===== src/rtl/sdm_pkg.sv =====
package sdm_pkg;

    // number of cascaded integrators (loop order)
    localparam int unsigned NST = 5;

    // feed-forward weight of stage k is 2^-FF_SHA[k] + 2^-FF_SHB[k]
    localparam int unsigned FF_SHA [NST] = '{0, 1, 2, 4, 5};
    localparam int unsigned FF_SHB [NST] = '{2, 3, 4, 6, 7};

    // headroom bits for the weighted quantizer sum
    localparam int unsigned QGUARD = 3;

    typedef enum logic {
        LVL_NEG = 1'b0,
        LVL_POS = 1'b1
    } level_e;

    typedef struct packed {
        level_e level;
        logic   sat;
    } loop_out_t;

endpackage


===== src/rtl/sdm_integ.sv =====
module sdm_integ #(
    parameter int IW  = 24,
    parameter int AW  = 25,
    parameter int LIM = 2**(IW-1) - 1
) (
    input  logic                 clk,
    input  logic                 rst,
    input  logic                 en,
    input  logic signed [AW-1:0] add_i,
    output logic signed [IW-1:0] st_o,
    output logic signed [IW-1:0] nxt_o,
    output logic                 at_lim_o
);
    localparam int SW = ((IW > AW) ? IW : AW) + 1;

    logic signed [SW-1:0] sum;
    logic signed [SW-1:0] lim_p;
    logic signed [SW-1:0] lim_n;
    logic signed [IW-1:0] st_q;

    assign lim_p = SW'(LIM);
    assign lim_n = -lim_p;

    always_comb begin
        sum = SW'(st_q) + SW'(add_i);
        if (sum > lim_p)
            nxt_o = IW'(lim_p);
        else if (sum < lim_n)
            nxt_o = IW'(lim_n);
        else
            nxt_o = IW'(sum);
    end

    always_ff @(posedge clk) begin
        if (rst)
            st_q <= '0;
        else if (en)
            st_q <= nxt_o;
    end

    assign st_o     = st_q;
    assign at_lim_o = (st_q == IW'(lim_p)) || (st_q == IW'(lim_n));

endmodule


===== src/rtl/sdm_quant.sv =====
module sdm_quant #(
    parameter int IW = 24
) (
    input  logic signed [IW-1:0] st_i [sdm_pkg::NST],
    output sdm_pkg::level_e      level_o
);
    import sdm_pkg::*;

    localparam int WW = IW + int'(QGUARD);

    logic signed [WW-1:0] term [NST];
    logic signed [WW-1:0] acc;

    for (genvar g = 0; g < int'(NST); g++) begin : g_term
        logic signed [WW-1:0] ext;
        assign ext     = WW'(st_i[g]);
        assign term[g] = (ext >>> FF_SHA[g]) + (ext >>> FF_SHB[g]);
    end

    always_comb begin
        acc = '0;
        for (int k = 0; k < int'(NST); k++)
            acc = acc + term[k];
        level_o = acc[WW-1] ? LVL_NEG : LVL_POS;
    end

endmodule


===== src/rtl/sdm_fifth_order.sv =====
module sdm_fifth_order #(
    parameter int DW       = 16,
    parameter int IW       = 24,
    parameter int LIM      = 2**(IW-1) - 1,
    parameter int RES_SH_A = 6,
    parameter int RES_SH_B = 7
) (
    input  logic                 clk,
    input  logic                 rst,
    input  logic                 en,
    input  logic signed [DW-1:0] x_i,
    output logic                 bit_o,
    output logic                 sat_o
);
    import sdm_pkg::*;

    localparam int AW = IW + 1;
    localparam int FS = 2**(DW-1);

    logic signed [IW-1:0] st  [NST];
    logic signed [IW-1:0] nx  [NST];
    logic signed [AW-1:0] add [NST];
    logic [NST-1:0]       at_lim;
    logic signed [AW-1:0] fb;
    level_e               q_lvl;
    loop_out_t            out_q;

    assign fb = (out_q.level == LVL_POS) ? AW'(FS) : -AW'(FS);

    for (genvar g = 0; g < int'(NST); g++) begin : g_stage
        if (g == 0) begin : g_in
            assign add[g] = AW'(x_i) - fb;
        end else if (g == 1 || g == 3) begin : g_res
            localparam int RSH = (g == 1) ? RES_SH_A : RES_SH_B;
            assign add[g] = AW'(st[g-1]) - AW'(st[g+1] >>> RSH);
        end else begin : g_chain
            assign add[g] = AW'(st[g-1]);
        end

        sdm_integ #(
            .IW (IW),
            .AW (AW),
            .LIM(LIM)
        ) u_integ (
            .clk     (clk),
            .rst     (rst),
            .en      (en),
            .add_i   (add[g]),
            .st_o    (st[g]),
            .nxt_o   (nx[g]),
            .at_lim_o(at_lim[g])
        );
    end

    sdm_quant #(.IW(IW)) u_quant (
        .st_i   (nx),
        .level_o(q_lvl)
    );

    always_ff @(posedge clk) begin
        if (rst)
            out_q.level <= LVL_NEG;
        else if (en)
            out_q.level <= q_lvl;
    end

    always_comb out_q.sat = |at_lim;

    assign bit_o = (out_q.level == LVL_POS);
    assign sat_o = out_q.sat;

endmodule


===== config.mk =====
export PLATFORM = sky130hd
export DESIGN_NAME = sdm_fifth_order
export DESIGN_NICKNAME = d
export VERILOG_FILES = /design/src/rtl/sdm_pkg.sv /design/src/rtl/sdm_integ.sv /design/src/rtl/sdm_quant.sv /design/src/rtl/sdm_fifth_order.sv
export SDC_FILE = /design/constraint.sdc
export NUM_CORES = 1
export LEC_CHECK = 0
export ABC_AREA = 1
export BUFFER_PORTS_ARGS = -buffer_cell sky130_fd_sc_hd__buf_2
export CAP_MARGIN = 20
export CORE_UTILIZATION = 45
export CTS_CLUSTER_DIAMETER = 100
export DETAILED_ROUTE_END_ITERATION = 8
export GPL_TIMING_DRIVEN = 0
export PLACE_DENSITY = 0.71
export SLEW_MARGIN = 20
export SYNTH_ARGS = -nofsm -noshare
export SYNTH_HDL_FRONTEND = slang
export SYNTH_SLANG_ARGS = --single-unit

===== constraint.sdc =====
create_clock -name clk -period 10.7 [get_ports clk]
set_input_delay 0.535 -clock clk [delete_from_list [all_inputs] [get_ports clk]]
set_output_delay 0.535 -clock clk [all_outputs]
set_load 0.02 [all_outputs]

[Word level (Yosys, flattened, before mapping)]
Index checks and enable logic that the tools add are counted.
Storage, ports and cells
  flip-flop bits (word level): 121
  bits in latches: 0
  RAM bits: 0
  ROM bits: 0
  output and inout port bits: 2
  memories kept: 0
Operators by class
  $add $sub $neg: 17
  multiply operators: 0
  div/mod/pow operators: 0
  $lt $le $gt $ge: 10
  equality and inequality tests: 10
  shift-type cells: 0
  multiplexer cells: 12
  bitwise logic cells: 0
  reductions and logical operators: 6
Operator list (number)
  $eq A24 B24 Y1 const B: 10
  $mux W24: 10
  $gt A26 B24 Y1 const B: 5
  $lt A26 B24 Y1 const B: 5
  $add A24 B25 Y26: 3
  $add A24 B24 Y25: 2
  $add A27 B20 Y27: 1
  $add A27 B21 Y27: 1
  $add A27 B23 Y27: 1
  $add A27 B27 Y27: 1
  $add A24 B22 Y25: 1
  $mux W25: 1
  $sub A16 B25 Y25: 1
  $sub A24 B17 Y25: 1
  $sub A24 B18 Y25: 1
  $add A23 B21 Y24: 1
  $add A22 B20 Y23: 1
  $add A20 B18 Y21: 1
  $add A19 B17 Y20: 1
  $logic_or A1 B1 Y1: 5
  $reduce_or A5 Y1: 1
  $mux W1: 1

[Logic depth before layout (Yosys ltp)]
Gate-level depths: netlist of run 1.
  word-level depth: 12
  mapped depth: 52
  mapped depth without buffers: 51

[Hierarchy]
Synthesis of run 1 repeated with hierarchy kept, for this count alone.
Unflattened totals
  cell total of the unflattened synthesis: 4920
  area total of the unflattened synthesis: 28343.4 um^2
Modules (own cells, without submodules)
  sdm_integ (g_stage[0].u_integ ...): instances 4, cells an instance 577, area each 3289.4 um^2
  sdm_quant: instances 1, cells an instance 1182, area each 7790.0 um^2
  sdm_fifth_order: instances 1, cells an instance 814, area each 3903.7 um^2
  sdm_integ (g_stage[4].u_integ): instances 1, cells an instance 616, area each 3492.1 um^2

[Least setup slack after synthesis of run 1]
No wires, ideal clock.
  path type: input port to flip-flop
  from: input x_i[15]
  to: register out_q, in the netlist bit_o
  setup time: 0.109 ns
  arrival: 7.891 ns
  path slack: 2.700 ns
  stages: 45
  buffers on the path: 1
  cell sequence: inv_1 ha_1 xor2_1 ha_1 nand2_1 nor2_1 inv_1 nor2_1 nand4_1 nand3_1 nand2_1 nand2_1 xor2_1 nand2_1 nand2_1 buf_2 nand2_1 ha_1 [... 9 more ...] xnor2_1 fa_1 inv_1 fa_1 inv_1 fa_1 fa_1 ha_1 a21oi_1 nor2_1 a211oi_1 o221ai_1 a21oi_1 nand2_1 a21oi_1 o21ai_0 nand2_1 inv_1
Between the ends
  cells in the longest elaborated chain, start to end: 11
  elaborated cells between the ends (all ways): 12
  those cells by class: add/sub: 7; order compare: 2; mux: 3
RTL lines
  start, declared: line sdm_fifth_order.sv:11  | input logic signed [DW-1:0] x_i,
  $sub A16 B25 Y25 *: line sdm_fifth_order.sv:32  | assign add[g] = AW'(x_i) - fb;
  $add A24 B25 Y26 *: line sdm_integ.sv:25  | sum = SW'(st_q) + SW'(add_i);
  $lt A26 B24 Y1: line sdm_integ.sv:28  | else if (sum < lim_n)
  $mux W24: line sdm_integ.sv:28
  $mux W24 *: line sdm_integ.sv:26  | if (sum > lim_p)
  via g_stage[0].u_integ.nxt_o[2]: line sdm_integ.sv:11  | output logic signed [IW-1:0] nxt_o,
  $add A24 B22 Y25 *: line sdm_quant.sv:17  | assign term[g] = (ext >>> FF_SHA[g]) + (ext >>> FF_SHB[g]);
  $add A27 B27 Y27 *: line sdm_quant.sv:23  | acc = acc + term[k];
  $add A27 B23 Y27 *: line sdm_quant.sv:23
  $add A27 B21 Y27 *: line sdm_quant.sv:23
  $add A27 B20 Y27 *: line sdm_quant.sv:23
  $mux W1 *: line sdm_quant.sv:24  | level_o = acc[WW-1] ? LVL_NEG : LVL_POS;
  end, declared: line sdm_fifth_order.sv:26  | loop_out_t out_q;
Mark *: on every way through the listed nets, which the timed path passes. The rest lies on a longest branch.
A chain may end at the register's enable or synchronous reset.

[Worst setup path in the final report of run 1]
  from: register out_q, in the netlist bit_o
  to: register out_q, in the netlist bit_o
Between the ends
  cells in the longest elaborated chain, start to end: 12
  elaborated cells between the ends (all ways): 13
  those cells by class: add/sub: 7; order compare: 2; mux: 4
RTL lines
  $mux W25 *: line sdm_fifth_order.sv:28  | assign fb = (out_q.level == LVL_POS) ? AW'(FS) : -AW'(FS);
  $sub A16 B25 Y25 *: line sdm_fifth_order.sv:32
  $add A24 B25 Y26 *: line sdm_integ.sv:25
  $lt A26 B24 Y1: line sdm_integ.sv:28
  $mux W24: line sdm_integ.sv:28
  $mux W24 *: line sdm_integ.sv:26
  via g_stage[0].u_integ.nxt_o[1]: line sdm_integ.sv:11
  $add A24 B22 Y25 *: line sdm_quant.sv:17
  $add A27 B27 Y27 *: line sdm_quant.sv:23
  $add A27 B23 Y27 *: line sdm_quant.sv:23
  $add A27 B21 Y27 *: line sdm_quant.sv:23
  $add A27 B20 Y27 *: line sdm_quant.sv:23
  $mux W1 *: line sdm_quant.sv:24
Marks and branches as above.

==> flow_summary_export.csv, run 1 <==
group,metric,value,unit
drt,wire_per_inst,17.3,um
setup_path,slowest_stage,"o21ai_0",
status,outcome,"finished, final reports clean",
synth,ys_warn_count,0,
placed_design,dpl.cell_count,4005,
drt,routed_wl,69700,um
setup_path,path_class,"reg2reg",
clock_network,cts-buffers-inserted,17,
placed_design,dp_hpwl,61100,um
setup_path,cp_slowest_stage_delay,0.54,ns
die,rows,80,
sta,grt_setup_unrepaired,"false",
setup_path,endpoint_kind,"flip-flop",
synth,yosys.area_share.simple,0.297,
global_route,use_met1,0.389,
sta,setup_viol,0,
global_route,grt_pass1_wl,111000,um
sta,timing.fmax,103,MHz
synth,synth-compound-area-share,0.132,
sta,hold_viol,0,
global_route,grtUsageMet2,0.466,
synth,synth_top_family_by_area,"simple AND/OR/NAND/NOR gates",
synth,ys.flop_type,"dfxtp_1",
setup_path,cp-start-kind,"flip-flop",
die,core_area,47600,um2
clock_network,clock_path_buffers,2,
sta,period_share,0.904,
flow_run,drv_cap,0,
clock_network,cts.clk_slew.worst_paths,0.06,ns
sta,fin_tns_setup,0,ns
die,io_pins,21,
global_route,grt_busiest_layer,"met2",
synth,synth_xor_area_frac,0.0315,
clock_network,ctsHtreeMaxLevel,4,
global_route,grt_usage,0.289,
sta,tightestPinTransition,1.14,ns
global_route,grt_antenna_before_repair,1,
synth,synth.avg_cell_area,6.43,um2
drt,drcViolationCount,0,
worst_hold_path,hold_class,"in2reg",
final_layout,n_antenna_cell,0,
global_route,grt_use_met3,0.0400,
setup_path,crit_top_cell,"nand2_1",
synth,syn_inst,3372,
placed_design,gp_congestion,0.994,
clock_network,ctsHoldBuffers,0,
global_route,grt_overflow,0,
final_layout,nNetsFinal,3819,
die,fp.dieW,222,um
synth,yosysTopAreaCellShare,0.164,
synth,syn_nets,3782,
die,dieArea,49100,um2
synth,synth-seq-cells,121,
setup_path,arrival,10.07,ns
clock_network,post_cts_resized,0,
drt,ant_nets,0,
synth,synthTopCellsByArea,"fa_1 (16%), nand2_1 (15%), inv_1 (12%)",
clock_network,clk_latency,0.45,ns
sta,fin_crit,9.67,ns
clock_network,cts_tree,"done",
final_layout,stdcell_count,4037,
die,die_h,222,um
final_layout,syn2layout_area_growth,6.45,%
final_layout,drive_above_1_share,0.0427,
die,initial_core_util,0.455,
drt,avgViaCountPerCell,5.36,
clock_network,cts_root_buf,"clkbuf_16",
placed_design,portBuffers,18,
sta,max_slew_margin,0.232,
synth,synth_mux_area_frac,0,
drt,first_iter_violations,2018,
drt,vias,21700,
synth,syn_area,21700,um2
global_route,grt_max_degree,17,
synth,ys_async_sr_fraction,0,
synth,synth-adder-area-share,0.287,
sta,slew_violations,0,
sta,skew,0.00971,ns
global_route,grt_pass1_vias,20600,
drt,drt-pass1-iter-count,9,
synth,seq_area_frac_synth,0.112,
synth,yosys.area.top_type,"fa_1",
setup_path,critPathMaxFanout,9,
clock_network,clock_sinks,121,
synth,synth-edff-count,0,
clock_network,post_cts_buffers,0,
synth,yosysUniqueCellTypes,54,
setup_path,required,11.10,ns
==> final timing paths <==
path                                      end                         from  cells after the start  slack (ns)
setup / recovery                        bit_o                        bit_o                     43        1.03
hold / removal    g_stage[2].u_integ.st_o[21]                           en                      3        0.55
setup reg to reg                        bit_o                        bit_o                     43        1.03
hold reg to reg   g_stage[3].u_integ.st_o[10]  g_stage[3].u_integ.st_o[10]                      2        0.57
==> layout by cell type, fill, tap and decap left out, types with 36 or more instances in the layout <==
| cell type | count |
|---|---|
| xor2_1 | 42 |
| ha_1 | 213 |
| inv_1 | 714 |
| fa_1 | 178 |
| nor2_1 | 184 |
| a21oi_1 | 280 |
| nor4_1 | 36 |
| nand4_1 | 87 |
| dfxtp_1 | 121 |
| nand3_1 | 188 |
| o21ai_0 | 160 |
| nand2_1 | 878 |
==> synth_stat cells (all sizes together), types with 3 or more instances <==
master / number
nand2: 903
inv: 719
a21oi: 302
ha: 213
nand3: 191
nor2: 188
fa: 178
o21ai: 168
dfxtp: 121
nand4: 87
xor2: 45
nor4: 36
nor3: 35
clkbuf: 31
buf: 28
nand3b: 28
xnor2: 28
o21bai: 11
a21o: 10
or2: 9
o21a: 8
a211oi: 5
a31oi: 5
a21boi: 4
and2: 3
o221ai: 3
==> critical path: cells and delay by family, from the launching register on <==
kind | cells | cell delay (ns)
fa+ha+maj | 8 | 3.39
compound gates | 10 | 2.73
simple gates | 16 | 1.98
xor+xnor | 3 | 0.61
buf+inv | 6 | 0.48
flops | 1 | 0.41
==> state kept, by name, indices dropped and copies added (netlist names) <==
name / cells
g_stage.u_integ.st_o: 120
bit_o: 1
==> cell families after synthesis <==
group	count (synthesis)
xor+xnor	73
compound gates	526
flops	121
simple gates	1483
fa+ha+maj	391
buf+inv	778
==> per-stage QoR <==
step	setup slack [ns]	hold slack, ns	utilization	area, um2
global route	0.423	0.582	0.485	23100
finish	1.03	0.549	0.485	23100
floorplan	2.70	0.475	-	21700
global placement	0.744	0.538	0.473	22600
detailed placement	0.696	0.552	0.473	22600
CTS	1.09	0.536	0.485	23100
==> layer usage <==
layer / up-vias / wire length [um]
met1: 9984 / 30600
met3: 139 / 5320
met2: 719 / 30700
li1: 10800 / -
met5: - / 17
met4: 2 / 3040
==> layout make-up <==
type / count / area, um2
Fill cell: 4985 / 24500
Multi-Input combinational cell: 2473 / 16200
Inverter: 719 / 2700
Sequential cell: 121 / 2420
Tap cell: 615 / 769
Clock buffer: 17 / 425
Buffer: 59 / 347
Clock inverter: 15 / 115
Timing Repair Buffer: 18 / 90.1
Power of run 1 is left out: the tool's default activity adds up to more than one toggle a clock period on the data nets, which glitch-free logic cannot reach.
==> run 2, diff against run 1 <==
- REMOVE_ABC_BUFFERS: default -> 1
==> run 2 against run 1 <==
Cell count is 1.4% lower; sequential share of layout area is 0.10 points higher; non-clock buffer count is 55 lower; clock skew is 0.0028 ns higher; critical path depth is 1 higher; first-iteration DRC count is 2.3% lower; largest cell class unchanged; worst setup slack better by 0.19 ns.
==> flow_summary_export.csv, run 2 (synthesis gave the netlist of run 1 again) <==
group,metric,value,unit
final_layout,final_common_cell,"nand2_1",
setup_path,cp_slowest_stage_delay,0.57,ns
placed_design,gp_congestion,0.979,
sta,timing.fmax,105,MHz
placed_design,dp_hpwl,56700,um
final_layout,n_antenna_cell,0,
final_layout,largest_reg_flops,120,
global_route,grt_pass1_vias,20200,
clock_network,cts-buffers-inserted,17,
sta,skew,0.0125,ns
die,core_area,47600,um2
final_layout,syn2layout_area_growth,5.44,%
global_route,grt_max_degree,66,
die,fp.dieW,222,um
clock_network,cts.clk_slew.worst_paths,0.06,ns
final_layout,drive_above_1_share,0.0377,
sta,fin_crit,9.49,ns
drt,routed_wl,66700,um
drt,vias,21400,
final_layout,fillers,4959,
sta,setup_viol,0,
setup_path,arrival,9.89,ns
drt,wire_per_inst,16.7,um
sta,period_share,0.887,
sta,fin_tns_setup,0,ns
die,rows,80,
die,io_pins,21,
sta,grt_setup_unrepaired,"false",
drt,drt-pass1-iter-count,6,
flow_run,drv_cap,0,
clock_network,post_cts_resized,0,
setup_path,path_class,"reg2reg",
status,outcome,"finished, final reports clean",
setup_path,cp-start-kind,"flip-flop",
final_layout,nNetsFinal,3764,
clock_network,cts_tree,"done",
setup_path,slowest_stage,"nand2_2",
clock_network,post_cts_buffers,0,
sta,slew_violations,0,
setup_path,crit_top_cell,"nand2_1",
drt,first_iter_violations,1972,
clock_network,cts_root_buf,"clkbuf_16",
drt,ant_nets,0,
sta,hold_viol,0,
global_route,grt_antenna_before_repair,0,
setup_path,required,11.10,ns
clock_network,clock_path_buffers,2,
drt,avgViaCountPerCell,5.38,
worst_hold_path,hold_class,"reg2reg",
final_layout,final_cell_mix,"nand2_1 (876), inv_1 (712), a21oi_1 (280)",
global_route,grt_usage,0.278,
sta,tightestPinTransition,0.939,ns
clock_network,ctsHtreeMaxLevel,4,
clock_network,clk_latency,0.46,ns
sta,max_slew_margin,0.374,
drt,drcViolationCount,0,
die,initial_core_util,0.455,
clock_network,clock_sinks,121,
clock_network,ctsHoldBuffers,0,
global_route,grt_pass1_wl,107000,um
final_layout,final_area,22900,um2
die,die_h,222,um
global_route,grt_overflow,0,
setup_path,endpoint_kind,"flip-flop",
setup_path,critPathMaxFanout,45,
placed_design,place_area,22300,um2
die,dieArea,49100,um2
placed_design,portBuffers,20,
-- run 2: routing by layer --
layer,global-route usage,vias up,wire [um]
li1,-,10700,-
met1,0.386,9832,29400
met2,0.438,800,29400
met3,0.0387,109,5770
met4,0.101,0,2100
met5,0,-,0
-- run 2: area by class of cell --
type,count,area [um2],area share
repair buffers,22,156,0.00684
flip-flops and latches,121,2420,0.106
clock buffers,18,429,0.0188
well taps,615,769,0.0336
multi-input cells,2473,16200,0.710
clock inverters,14,165,0.00722
inverters,719,2700,0.118
-- run 2: final timing paths --
kind	start	to	slack [ns]	cells after the start
worst max-delay path	bit_o	bit_o	1.21	44
worst min-delay path	g_stage[3].u_integ.st_o[7]	g_stage[3].u_integ.st_o[7]	0.55	2
worst max register to register	bit_o	bit_o	1.21	44
worst min register to register	g_stage[3].u_integ.st_o[7]	g_stage[3].u_integ.st_o[7]	0.55	2
-- run 2: critical path, delay by kind of cell, from the launching register on --
family                   cells  cell delay [ns]
AO/OA/AOI/OAI                9             2.16
XOR/XNOR                     3             0.47
adder cells (fa/ha/maj)      9             3.49
buffers and inverters        5             0.34
flip-flops                   1             0.41
AND/OR/NAND/NOR             18             2.55
-- run 2: metrics by stage --
stage                     utilization  std cells  setup WS (ns)  hold slack (ns)
final                           0.480       3982           1.21            0.550
after global routing            0.480       3982          0.387            0.569
after CTS                       0.480       3982           1.23            0.539
after detailed placement        0.468       3950          0.846            0.542
after global placement          0.466       3948          0.406            0.548
after floorplan                     -       3313           2.20            0.469
Power of run 2 is left out for the same reason.
